$ cat config.mk
export PLATFORM = sky130hd
export DESIGN_NAME = prog_down_timer
export DESIGN_NICKNAME = d
export VERILOG_FILES = /design/src/rtl/prog_down_timer.sv
export SDC_FILE = /design/constraint.sdc
export NUM_CORES = 1
export LEC_CHECK = 0
export ABC_AREA = 1
export BUFFER_PORTS_ARGS = -buffer_cell sky130_fd_sc_hd__buf_2
export CELL_PAD_IN_SITES_DETAIL_PLACEMENT = 1
export CELL_PAD_IN_SITES_GLOBAL_PLACEMENT = 1
export CORE_ASPECT_RATIO = 0.6
export CORE_MARGIN = 2
export CORE_UTILIZATION = 40
export DETAILED_ROUTE_END_ITERATION = 8
export GPL_TIMING_DRIVEN = 0
export PLACE_DENSITY_LB_ADDON = 0.15
export SKIP_LAST_GASP = 1
export SLEW_MARGIN = 20
export SYNTH_ARGS = -nofsm -noshare
export SYNTH_HDL_FRONTEND = slang
export SYNTH_SLANG_ARGS = --single-unit
$ cat constraint.sdc
create_clock -name clk -period 3.1 [get_ports clk]
set_input_delay 0.31 -clock clk [delete_from_list [all_inputs] [get_ports clk]]
set_output_delay 0.31 -clock clk [all_outputs]
set_load 0.02 [all_outputs]
$ cat src/rtl/prog_down_timer.sv
module prog_down_timer #(
  parameter int DATA_W      = 8,
  parameter int ADDR_W      = 2,
  parameter int SYNC_STAGES = 2
) (
  input  logic              clk,
  input  logic              rst_n,
  input  logic [ADDR_W-1:0] reg_addr,
  input  logic              reg_wr,
  input  logic              reg_rd,
  input  logic [DATA_W-1:0] reg_wdata,
  output logic [DATA_W-1:0] reg_rdata,
  input  logic              ext_count_in,
  output logic              irq
);
  localparam int CNT_W = 2 * DATA_W;
  localparam logic [ADDR_W-1:0] A_CTL = ADDR_W'(0);
  localparam logic [ADDR_W-1:0] A_LO  = ADDR_W'(1);
  localparam logic [ADDR_W-1:0] A_HI  = ADDR_W'(2);

  logic ien, run, oneshot, ext_sel, pend;
  logic [DATA_W-1:0] val_lo, val_hi;
  logic [CNT_W-1:0] cnt;
  logic [SYNC_STAGES-1:0] sync_q;
  logic sync_prev;
  logic unused_wbits;

  logic ctl_wr, ctl_rd, ext_edge, tick, expire;
  logic [CNT_W-1:0] reload;

  assign ctl_wr   = reg_wr && reg_addr == A_CTL;
  assign ctl_rd   = reg_rd && reg_addr == A_CTL;
  assign reload   = {val_hi, val_lo};
  assign ext_edge = sync_q[SYNC_STAGES-1] & ~sync_prev;
  assign tick     = run && (ext_sel ? ext_edge : 1'b1);
  assign expire   = tick && cnt == CNT_W'(1);
  assign irq      = pend & ien;
  assign unused_wbits = ^reg_wdata[DATA_W-1:4];

  always_ff @(posedge clk or negedge rst_n) begin
    if (!rst_n) begin
      sync_q    <= '0;
      sync_prev <= 1'b0;
    end else begin
      sync_q    <= {sync_q[SYNC_STAGES-2:0], ext_count_in};
      sync_prev <= sync_q[SYNC_STAGES-1];
    end
  end

  always_ff @(posedge clk or negedge rst_n) begin
    if (!rst_n) begin
      val_lo <= '0;
      val_hi <= '0;
    end else if (reg_wr) begin
      if (reg_addr == A_LO) val_lo <= reg_wdata;
      if (reg_addr == A_HI) val_hi <= reg_wdata;
    end
  end

  always_ff @(posedge clk or negedge rst_n) begin
    if (!rst_n) begin
      ien     <= 1'b0;
      run     <= 1'b0;
      oneshot <= 1'b0;
      ext_sel <= 1'b0;
    end else if (ctl_wr) begin
      ien     <= reg_wdata[0];
      run     <= reg_wdata[1];
      oneshot <= reg_wdata[2];
      ext_sel <= reg_wdata[3];
    end else if (expire && oneshot) begin
      run <= 1'b0;
    end
  end

  always_ff @(posedge clk or negedge rst_n) begin
    if (!rst_n)                     cnt <= '0;
    else if (ctl_wr && reg_wdata[1]) cnt <= reload;
    else if (expire && !oneshot)    cnt <= reload;
    else if (tick)                  cnt <= cnt - CNT_W'(1);
  end

  always_ff @(posedge clk or negedge rst_n) begin
    if (!rst_n)      pend <= 1'b0;
    else if (expire) pend <= 1'b1;
    else if (ctl_rd) pend <= 1'b0;
  end

  always_comb begin
    reg_rdata = '0;
    if (reg_rd) begin
      case (reg_addr)
        A_CTL:   reg_rdata = DATA_W'({ext_sel, oneshot, run, ien});
        A_LO:    reg_rdata = val_lo;
        A_HI:    reg_rdata = val_hi;
        default: reg_rdata = '0;
      endcase
    end
  end

  AST_PEND_ON_EXPIRE: assert property (@(posedge clk) disable iff (!rst_n) expire |=> pend);
  AST_READ_CLEARS: assert property (@(posedge clk) disable iff (!rst_n) (ctl_rd && !expire) |=> !pend);
  AST_RETRIG_RELOAD: assert property (@(posedge clk) disable iff (!rst_n) (expire && !oneshot && !ctl_wr) |=> (cnt == $past(reload) && run));
  AST_ONESHOT_HALT: assert property (@(posedge clk) disable iff (!rst_n) (expire && oneshot && !ctl_wr) |=> !run);
  AST_EXT_IDLE_HOLD: assert property (@(posedge clk) disable iff (!rst_n) (run && ext_sel && !ext_edge && !ctl_wr) |=> $stable(cnt));
  AST_STOPPED_HOLD: assert property (@(posedge clk) disable iff (!rst_n) (!run && !ctl_wr) |=> $stable(cnt));
  AST_MASKED_QUIET: assert property (@(posedge clk) disable iff (!rst_n) (!ien && !ctl_wr) |=> !irq);
endmodule

; Word level (Yosys, flattened, before mapping)
; Cells that the tools add are included.
[totals]
register_bits = 40
in_bits = 15
out_inout_bits = 9
elab_cells = 41
[classes]
n_addsub = 1
eq_ne = 3
muxes = 10
bitwise = 3
n_reduce_logical = 14
[ops]
columns = cell, n
row1 = $mux W16, 3
row2 = $pmux W8 S3, 1
row3 = $eq A16 B1 Y1 const B, 1
row4 = $sub A16 B1 Y16 const B, 1
row5 = $mux W8, 1
row6 = $logic_and A1 B1 Y1, 7
row7 = $mux W1, 5
row8 = $reduce_and A2 Y1, 2
row9 = $reduce_bool A2 Y1, 2
row10 = $reduce_bool A3 Y1, 1
row11 = $and A1 B1 Y1, 2
row12 = $eq A2 B1 Y1 const B, 1
row13 = $eq A2 B2 Y1 const B, 1
row14 = $logic_not A2 Y1, 1
row15 = $logic_not A1 Y1, 1
row16 = $not A1 Y1, 1

; Longest topological paths before layout
; Gate-level depths: netlist (run 1).
[logic_depth]
depth_word = 8
depth_mapped = 12
ltp_nobuf = 12

; Least setup slack after synthesis (run 1)
; Ideal clock, no wire load.
[synth_path]
path_type = register to register
startpoint = reg cnt[1]
endpoint = reg cnt[11]
setup_time_ns = 0.121
arrival_ns = 1.384
required_time_ns = 2.979
slack_ns = 1.595
stages_incl_launch_ff = 13
path_buffers = 1
period_less_slack_ns = 1.505
path_cell_list = dfrtp_1 > inv_1 > ha_1 > inv_1 > nor2_1 > nand3_1 > nor2_2 > nand3_4 > nand2_8 > inv_4 > buf_6 > nand2_2 > nand3_2
[synth_via]
elab_chain_cells = 5
word_cells_on_any_way = 8
cone_classes = 1 x add/sub / 1 x eq/ne / 3 x mux / 3 x reduce/logical
[synth_rtl]
columns = item, line
row1 = start: declaration, 23  ; logic [CNT_W-1:0] cnt;
row2 = start signal: assignment, 78  ; else if (ctl_wr && reg_wdata[1]) cnt <= reload;
row3 = start signal: assignment, 79  ; else if (expire && !oneshot) cnt <= reload;
row4 = start signal: assignment, 80  ; else if (tick) cnt <= cnt - CNT_W'(1);
row5 = branches (longest 5 deep; another with $sub A16 B1 Y16), n/a
; Parallel ways; which one is timed is not known. The select of a mux whose other input is x is not followed.
; A chain may end at the register's enable or synchronous reset.

; Final worst setup path (run 1)
[layout_path]
startpoint = reg cnt[1]
endpoint = reg cnt[9]
; Same word-level chain as after synthesis.

==> out/metrics.csv, run 1 <==
stage,metric,value,unit
status,status,completed,
setup_path,required,3290,ps
sta,tightest_slew,935,ps
setup_path,crit_arrival,1940,ps
die,io_pins,24,
global_routing,grt_max_degree,41,
die,core_area,0.00565,mm²
logic_synthesis,ys_seq_area_share,42.2,%
clock_network,ctsResizeCount,0,
clock_network,clkTransAtPathRegs,80,ps
worst_hold_path,hold_start,ext_count_in,
final_layout,final_nets,367,
final_layout,diodes,0,
global_routing,track_usage,22.8,%
worst_hold_path,min_path_type,in -> reg,
drt,antenna_left,0,
drt,drc,0,
sta,min_period,1750,ps
setup_path,crit_fanout,10,
global_routing,grt_pass1_vias,2089,
worst_hold_path,holdPathEnd,sync_q[0],
place,io_buffers,23,
setup_path,r2r_start,cnt[1],
clock_network,cts_tree,done,
clock_network,clock_path_buffers,2,
sta,fin_ws,1350,ps
power,ir_drop,0.574,mV
final_layout,layout_commonest_cell,nand2_1,
final_layout,postLayoutCellArea,0.00272,mm²
power,power_density,797,mW/mm²
clock_network,root_buffer,clkbuf_8,
final_layout,drive_gt1_share,20.9,%
sta,slew_viol_final,0,
sta,finalSetupTns,0,ps
global_routing,antenna_found_initial,0,
logic_synthesis,syn_nets,337,
sta,setup_viol,0,
logic_synthesis,synth_warnings,0,
setup_path,worst_r2r_endpoint,cnt[9],
drt,wl_per_cell,16.1,µm
sta,fmax,571,MHz
final_layout,area_delta_synth_final,14.5,%
final_layout,fin_cells,430,
sta,rsz0062_at_grt,false,
clock_network,post_cts_buffers,0,
setup_path,endpoint_kind,register,
die,start_util,42.0,%
logic_synthesis,synth_cell_types,28,
drt,wirelength,6910,µm
place,place_ws,1380,ps
die,die_w,103,µm
logic_synthesis,syn_area_per_cell,7.41,µm²
global_routing,grt_pass1_wl,11100,µm
drt,vias_per_cell,4.95,
logic_synthesis,synth_edf_count,0,
final_layout,fin_util,48.1,%
final_layout,layout_common_cells,"nand2_1, dfrtp_1, inv_1",
setup_path,reg2reg_slack,1350,ps
die,die_height,63.7,µm
place,place_inst,423,
clock_network,cts_buffers,5,
worst_hold_path,whs_path_depth,1,
place,dp_hpwl,5360,µm
sta,fin_worst_skew,7.63,ps
power,power.leakage,1.40,nW
logic_synthesis,async_reset_ff_share,100,%
flow_run,maxCapViolCount,0,
clock_network,worstSkewPairLatency,300,ps
clock_network,hold_buffers,0,
setup_path,rr_worst_depth,12,
drt,drtIter0Drc,86,
logic_synthesis,synth-main-ff-cell,dfrtp_1,
logic_synthesis,synth_area,0.00237,mm²
place,placed_area,0.00259,mm²
die,die_area,0.00658,mm²
place,place_congestion,0.804,
drt,firstDrtPassIters,4,
clock_network,clock-sinks,40,
setup_path,criticalPathCategory,reg -> reg,
global_routing,grt_overflow,0,
logic_synthesis,synthCells,320,
clock_network,htree_num_levels,2,
logic_synthesis,ys_ff_latch,40,
die,floorplan.rows,21,
setup_path,critPathLaunchType,register,
sta,max-slew-margin-rel,37.7,%
sta,hold_violations,0,
sta,fin_crit_sh,56.5,%
drt,num_vias,2130,
[area by class of cell]
class	instances	area, µm²
timing repair buffer	23	115
multi-input combinational	231	1170
buffer	6	38.8
inverter	43	164
tap	80	100
sequential	40	1000
clock buffer	5	68.8
clock inverter	2	60.1
fill	743	2930
[worst max-delay path by stage]
stage | from | end | slack, ps | cells past startpoint
after detailed placement | cnt[1] | cnt[9] | 1380 | 12
final | cnt[1] | cnt[9] | 1350 | 12
after global placement | reg_addr[1] | cnt[8] | 1430 | 10
after floorplan | cnt[1] | cnt[11] | 1600 | 12
after CTS | cnt[1] | cnt[9] | 1340 | 12
after global routing | cnt[0] | cnt[9] | 1270 | 11
[cells in the mapped netlist, types with 4 or more instances]
library cell / instances / area (µm²)
a21oi_1: 11 / 55.1
dfrtp_1: 40 / 1000
inv_1: 39 / 146
nand2_1: 110 / 413
nand2_2: 12 / 75.1
nand3_1: 12 / 60.1
nand3_2: 11 / 110
nor2_1: 22 / 82.6
nor2_2: 10 / 62.6
o21ai_0: 13 / 65.1
o21ai_1: 9 / 45.0
xor2_1: 4 / 35.0
[sequential cells by signal, summed over array words and instances, names as in the netlist]
register / cells
sync_prev: 1
oneshot: 1
ien: 1
ext_sel: 1
cnt: 16
run: 1
pend: 1
val_hi: 8
val_lo: 8
sync_q: 2
[power breakdown]
group	internal [W]	switching (W)	total, W
sequential	0.000663	0.000174	0.000837
combinational	0.000291	0.000522	0.000813
clock	0.000317	0.000197	0.000514
[stage by stage]
| stage | hold slack [ps] | power [W] |
|---|---|---|
| finish | 115 | 0.00216 |
| global route | 104 | 0.00232 |
| CTS | 112 | 0.00217 |
| detailed placement | 342 | 0.00165 |
| global placement | 333 | 0.00161 |
| floorplan | 14.4 | 0.00140 |
[critical path, cell delays in order (launching register included)]
cell and delay [ps]:
dfrtp_1 400, inv_1 90, ha_1 140, inv_1 50
nor2_1 90, nand3_1 90, nor2_2 180, nand3_4 140
nand2_8 110, inv_4 50, buf_6 150, nand2_2 80
nand3_2 50
[metal layers]
metal,wire (µm),vias up,global-route usage [%]
li1,-,1054,-
met1,3950,1043,36.2
met2,2730,26,31.7
met3,173,7,4.33
met4,57,0,4.93
met5,0,-,0
[cell families (layout without fill, tap and decap cells)]
logic type	after synthesis	count (layout)	share of synthesized area (%)
and+or+nand+nor	184	184	37.0
buffers and inverters	49	79	8.54
DFF	40	40	42.2
AOI/OAI and AO/OA	38	38	8.60
xor gates and xnor gates	7	7	2.58
adders and majority gates	2	2	1.05
Note: power is estimated with default switching activity, not from simulation.
==> inputs of run 2 (changes only) <==
--- a/config.mk
+++ b/config.mk
@@ -11,7 +11,7 @@
 export CELL_PAD_IN_SITES_GLOBAL_PLACEMENT = 1
 export CORE_ASPECT_RATIO = 0.6
 export CORE_MARGIN = 2
-export CORE_UTILIZATION = 40
+export CORE_UTILIZATION = 39
 export DETAILED_ROUTE_END_ITERATION = 8
 export GPL_TIMING_DRIVEN = 0
 export PLACE_DENSITY_LB_ADDON = 0.15
==> constraint.sdc (replaced) <==
create_clock -name clk -period 1.6 [get_ports clk]
set_input_delay 0.16 -clock clk [delete_from_list [all_inputs] [get_ports clk]]
set_output_delay 0.16 -clock clk [all_outputs]
set_load 0.02 [all_outputs]
==> run 2 against run 1 <==
Effect of this change: the run now ends with hold timing, setup timing left; setup slack got worse by 1400 ps; wire length increased by 5.3%; first-iteration DRC count increased by 36%; core utilization increased by 1.5 points; clock power increased by 38%; sequential share of layout area decreased by 1.5 points; sequential power increased by 98%; final cell count increased by 2.3%; via count increased by 3.1%; highest routed layer unchanged.
==> out/metrics.csv, run 2 (synthesis gave the netlist of run 1 again) <==
stage,metric,value,unit,change
worst_hold_path,min_path_type,in -> async,,
final_layout,area_delta_synth_final,19.8,%,
sta,setup_viol,8,,+8
final_layout,drive_gt1_share,26.1,%,+5.3 points
place,io_buffers,23,,unchanged
power,pwr-share-seq,40.0,%,+1.3 points
final_layout,layout_common_cells,"nand2_1, inv_1, dfrtp_1",,
drt,wl_per_cell,16.5,µm,+2.9%
status,violations,"hold timing, setup timing",,
power,combPwrFrac,43.0,%,+5.4 points
clock_network,root_buffer,clkbuf_8,,
setup_path,reg2reg_slack,-30,ps,-1380 ps
drt,num_vias,2195,,+3.1%
final_layout,diodes,0,,unchanged
setup_path,criticalPathCategory,reg -> reg,,
drt,vias_per_cell,4.99,,+0.71%
die,core_area,0.00573,mm²,+1.4%
drt,antenna_left,0,,unchanged
final_layout,final_nets,376,,+2.5%
sta,fin_crit_sh,102,%,+45 points
clock_network,worstSkewPairLatency,300,ps,about the same
final_layout,layout_commonest_cell,nand2_1,,
setup_path,critPathLaunchType,register,,
global_routing,grt_pass1_wl,11800,µm,+6.6%
die,floorplan.rows,21,,unchanged
clock_network,htree_num_levels,2,,unchanged
sta,tightest_slew,930,ps,-4.36 ps
place,place_congestion,0.918,,+14%
clock_network,cts_tree,done,,
sta,max-slew-margin-rel,38.0,%,+0.29 points
clock_network,clock_path_buffers,2,,unchanged
global_routing,track_usage,22.9,%,+0.082 points
die,io_pins,24,,unchanged
drt,wirelength,7280,µm,+5.3%
drt,drtIter0Drc,117,,+36%
setup_path,rr_worst_depth,9,,-3
global_routing,grt_pass1_vias,2222,,+6.4%
sta,fin_worst_skew,6.74,ps,-0.891 ps
final_layout,top_register,cnt,,
sta,fmax,614,MHz,+7.4%
place,dp_hpwl,5450,µm,+1.8%
power,p_clk_share,17.0,%,-6.7 points
status,status,"finished, violations left",,
global_routing,grt_overflow,0,,unchanged
final_layout,top_regs,"cnt (16), val_hi (8), val_lo (8)",,
drt,firstDrtPassIters,4,,unchanged
flow_run,maxCapViolCount,0,,unchanged
power,power_density,1460,mW/mm²,+84%
clock_network,clock-sinks,40,,unchanged
setup_path,crit_fanout,5,,-5
global_routing,grt_max_degree,41,,unchanged
final_layout,largest_register_ffs,16,,unchanged
sta,hold_violations,12,,+12
power,p_int,0.00228,W,+79%
setup_path,r2r_start,cnt[6],,
power,power.leakage,1.45,nW,+3.5%
die,die_area,0.00674,mm²,+2.4%
die,die_height,64.4,µm,+1.2%
sta,fin_ws,-29.8,ps,-1380 ps
die,start_util,41.4,%,-0.58 points
sta,slew_viol_final,0,,unchanged
clock_network,cts_buffers,5,,unchanged
setup_path,endpoint_kind,register,,
power,switching_power,0.00188,W,+110%
place,place_ws,-100,ps,-1480 ps
sta,holdWs,-8.52,ps,-124 ps
sta,rsz0062_at_grt,true,,
die,die_w,105,µm,+1.2%
global_routing,antenna_found_initial,0,,unchanged
sta,min_period,1630,ps,-121 ps
setup_path,worst_r2r_endpoint,cnt[9],,
clock_network,clkTransAtPathRegs,90,ps,about the same
setup_path,crit_arrival,1830,ps,-110 ps
power,switching_share,45.2,%,+3.9 points
drt,drc,0,,unchanged
setup_path,required,1800,ps,-1490 ps
power,ir_drop,0.505,mV,-12%
-- run 2: changes by cell type in the layout (fill, tap and decap cells not counted), moves of 3 or more --
cell / previous run / this run
dfrtp_1: 40 / 37
nand2_2: 12 / 16
nor2_2: 10 / 6
nand2_1: 110 / 105
buf_4: 0 / 6
nor2_4: 1 / 6
dfrtp_2: 0 / 3
-- run 2: how the worst max path moves through the flow --
stage,from,end,slack (ps),cells past startpoint
final,cnt[6],cnt[9],-30,9
after global routing,cnt[1],cnt[9],-120,12
after CTS,cnt[0],cnt[6],-70,11
after detailed placement,cnt[1],cnt[9],-100,12
after global placement,cnt[1],cnt[9],-80,12
after floorplan,cnt[1],cnt[9],100,12
-- run 2: through the flow --
step	power [W]	std cells	area [µm²]	util (%)	TNS, ps
6_report	0.00416	440	2840	49.6	-143
5_1_grt	0.00448	440	2840	49.6	-1420
4_1_cts	0.00396	438	2740	47.8	-646
3_5_place_dp	0.00320	423	2590	45.2	-905
3_3_place_gp	0.00313	423	2590	45.2	-666
2_1_floorplan	0.00271	320	2370	-	0
-- run 2: power groups by stage --
stage | combinational (W) | sequential [W] | clock, W
after floorplan | 0.00119 | 0.00152 | 0
after global placement | 0.00151 | 0.00162 | 0
after detailed placement | 0.00157 | 0.00163 | 0
after CTS | 0.00163 | 0.00161 | 0.000716
after global routing | 0.00202 | 0.00170 | 0.000762
final | 0.00179 | 0.00166 | 0.000707
-- run 2: cell type report --
class                           instances  area (µm²)
Tap cell                               80         100
Sequential cell                        40        1000
Inverter                               43         166
Multi-Input combinational cell        231        1230
Fill cell                             743        2890
Clock inverter                          2        16.3
Buffer                                  6        48.8
Timing Repair Buffer                   32         206
Clock buffer                            6        72.6
-- run 2: routing by layer --
metal / global-route usage (%) / wire, µm / part of all wire [%] / up-vias
met5: 0 / 0 / 0 / -
met4: 5.00 / 55 / 0.76 / 0
met3: 3.32 / 330 / 4.5 / 6
met2: 32.8 / 2960 / 41 / 49
met1: 36.3 / 3930 / 54 / 1070
li1: - / - / - / 1070
-- run 2: timing repair --
item / CTS / global route
hold endpoints to repair: 1 / 0
hold buffers: 1 / 0
gates resized for setup: 2 / 23
setup endpoints to repair: 12 / 17
pin swaps: 3 / 5
cloned: 0 / 1
setup buffers: 6 / 1
-- run 2: worst max-delay path: stages (launching register included) --
cell and delay, ps:
dfrtp_1 470, nor2_4 160, nand3_2 150, nor2_4 180, nand3_4 110, nand2_8 100
inv_6 60, clkbuf_16 160, nand2_2 70, nand3_2 50
==> inputs of run 3 (changes only) <==
--- a/config.mk
+++ b/config.mk
@@ -15,7 +15,6 @@
 export DETAILED_ROUTE_END_ITERATION = 8
 export GPL_TIMING_DRIVEN = 0
 export PLACE_DENSITY_LB_ADDON = 0.15
-export SKIP_LAST_GASP = 1
 export SLEW_MARGIN = 20
 export SYNTH_ARGS = -nofsm -noshare
 export SYNTH_HDL_FRONTEND = slang
==> run 3 against run 2 <==
Effect of this change: the run still ends with hold timing, setup timing left; clock power down 0.6%; register-to-register slack about the same; via count about the same.
==> out/metrics.csv, run 3 (synthesis gave the netlist of run 1 again) <==
stage,metric,value,unit,change
sta,holdWs,-6.44,ps,+2.08 ps
final_layout,final_nets,376,,unchanged
clock_network,htree_num_levels,2,,unchanged
sta,rsz0062_at_grt,true,,
drt,wl_per_cell,16.4,µm,-0.66%
final_layout,largest_register_ffs,16,,unchanged
drt,vias_per_cell,4.98,,about the same
drt,wirelength,7230,µm,-0.66%
setup_path,criticalPathCategory,reg -> reg,,
drt,drc,0,,unchanged
final_layout,fin_util,49.3,%,-0.35 points
die,start_util,41.4,%,unchanged
global_routing,track_usage,23.0,%,+0.044 points
sta,fin_worst_skew,8.31,ps,+1.57 ps
power,power.leakage,1.45,nW,-0.33%
final_layout,area_delta_synth_final,18.9,%,
sta,slew_viol_final,0,,unchanged
final_layout,drive_gt1_share,25.6,%,-0.56 points
sta,setup_viol,10,,+2
place,place_congestion,0.918,,unchanged
die,core_area,0.00573,mm²,unchanged
drt,drtIter0Drc,142,,+21%
setup_path,crit_fanout,5,,unchanged
drt,firstDrtPassIters,4,,unchanged
sta,max-slew-margin-rel,38.0,%,about the same
final_layout,top_register,cnt,,
drt,num_vias,2193,,-0.091%
setup_path,crit_path_max_incr_delay,480,ps,about the same
sta,tightest_slew,930,ps,-0.193 ps
setup_path,reg2reg_slack,-40,ps,about the same
die,io_pins,24,,unchanged
power,switching_share,45.0,%,-0.17 points
clock_network,root_buffer,clkbuf_8,,
setup_path,path_cells,"nor2_4, nand3_2, nor2_4, nand3_4, nand2_8, inv_6, clkbuf_16, nand2_2, nand3_2",,
power,p_clk_share,17.1,%,about the same
power,switching_power,0.00185,W,-1.3%
clock_network,clock_path_buffers,2,,unchanged
place,dp_hpwl,5450,µm,unchanged
final_layout,layout_common_cells,"nand2_1, inv_1, dfrtp_1",,
sta,fin_ws,-44.4,ps,-14.6 ps
setup_path,critPathBufInv,2,,unchanged
status,status,"finished, violations left",,
setup_path,r2r_start,cnt[6],,
global_routing,grt_pass1_wl,11800,µm,+0.17%
sta,min_period,1640,ps,+14.6 ps
place,io_buffers,23,,unchanged
sta,hold_violations,8,,-4
setup_path,critPathLaunchType,register,,
sta,fin_crit_sh,103,%,+0.91 points
power,p_int,0.00226,W,-0.61%
global_routing,grt_overflow,0,,unchanged
power,ir_drop,0.503,mV,-0.34%
setup_path,worst_r2r_endpoint,cnt[9],,
global_routing,antenna_found_initial,0,,unchanged
die,die_area,0.00674,mm²,unchanged
power,power_density,1460,mW/mm²,-0.21%
sta,fmax,608,MHz,-0.89%
power,pwr-share-seq,40.2,%,+0.2 points
flow_run,maxCapViolCount,0,,unchanged
die,floorplan.rows,21,,unchanged
clock_network,clock-sinks,40,,unchanged
setup_path,cp_top_family,simple AND/OR/NAND/NOR gates,,
setup_path,required,1790,ps,about the same
drt,antenna_left,0,,unchanged
final_layout,top_regs,"cnt (16), val_hi (8), val_lo (8)",,
global_routing,grt_max_degree,41,,unchanged
setup_path,rr_worst_depth,9,,unchanged
die,die_height,64.4,µm,unchanged
worst_hold_path,min_path_type,in -> async,,
setup_path,crit_arrival,1840,ps,about the same
sta,finalSetupTns,-283,ps,-140 ps
clock_network,worstSkewPairLatency,300,ps,about the same
final_layout,diodes,0,,unchanged
die,die_w,105,µm,unchanged
power,combPwrFrac,42.8,%,-0.2 points
clock_network,cts_tree,done,,
global_routing,grt_pass1_vias,2235,,+0.59%
setup_path,slowest_stage,dfrtp_1,,
status,violations,"hold timing, setup timing",,
setup_path,endpoint_kind,register,,
clock_network,clkTransAtPathRegs,90,ps,about the same
final_layout,layout_commonest_cell,nand2_1,,
clock_network,cts_buffers,5,,unchanged
run 3: cell counts in the layout (fill, tap and decap cells not counted):
No cell type changed its count.
run 3: power groups by stage:
stage	clock (W)	combinational (W)	sequential, W
floorplan	0	0.00119	0.00152
global placement	0	0.00151	0.00162
detailed placement	0	0.00157	0.00163
CTS	0.000716	0.00164	0.00161
global route	0.000762	0.00200	0.00169
finish	0.000703	0.00176	0.00165
run 3: worst register-to-register path: stages, from the launching register on:
cell,delay [ps]
dfrtp_1,480
nor2_4,170
nand3_2,150
nor2_4,180
nand3_4,120
nand2_8,100
inv_6,60
clkbuf_16,160
nand2_2,70
nand3_2,50
run 3: how the worst max path moves through the flow:
stage | start | end | slack [ps] | depth (start not counted)
after floorplan | cnt[1] | cnt[9] | 100 | 12
after global placement | cnt[1] | cnt[9] | -80 | 12
after detailed placement | cnt[1] | cnt[9] | -100 | 12
after CTS | cnt[0] | cnt[6] | -70 | 11
after global routing | cnt[6] | cnt[9] | -120 | 9
final | cnt[6] | cnt[9] | -40 | 9
run 3: final cells by class:
| type | count | area (µm²) |
|---|---|---|
| clock buffers | 6 | 72.6 |
| plain buffers | 6 | 48.8 |
| inverters | 43 | 166 |
| repair buffers | 32 | 203 |
| fillers | 755 | 2910 |
| multi-input cells | 231 | 1210 |
| clock inverters | 2 | 16.3 |
| flip-flops and latches | 40 | 1000 |
| well taps | 80 | 100 |
run 3: repair_timing:
action	in CTS	in global routing
resized for setup	3	17
pin swaps	3	3
setup buffers	6	1
endpoints found under the setup margin	12	17
hold buffers	1	0
hold endpoints to repair	1	0
cloned	0	1
run 3: stage by stage:
stage	worst slack (ps)	total power (W)	hold WS, ps	area, µm²	instances
detailed placement	-100	0.00320	275	2590	423
CTS	-70.2	0.00397	29.3	2740	438
global route	-115	0.00445	64.3	2820	440
finish	-44.4	0.00412	-6.44	2820	440
global placement	-76.8	0.00313	269	2590	423
floorplan	95.1	0.00271	-136	2370	320
run 3: layer usage:
layer | global-route usage, % | up-vias | share of wire [%]
met5 | 0 | - | 0
met4 | 5.83 | 0 | 1.2
met3 | 3.42 | 9 | 3.5
met2 | 32.5 | 36 | 40
met1 | 36.3 | 1077 | 55
li1 | - | 1071 | -
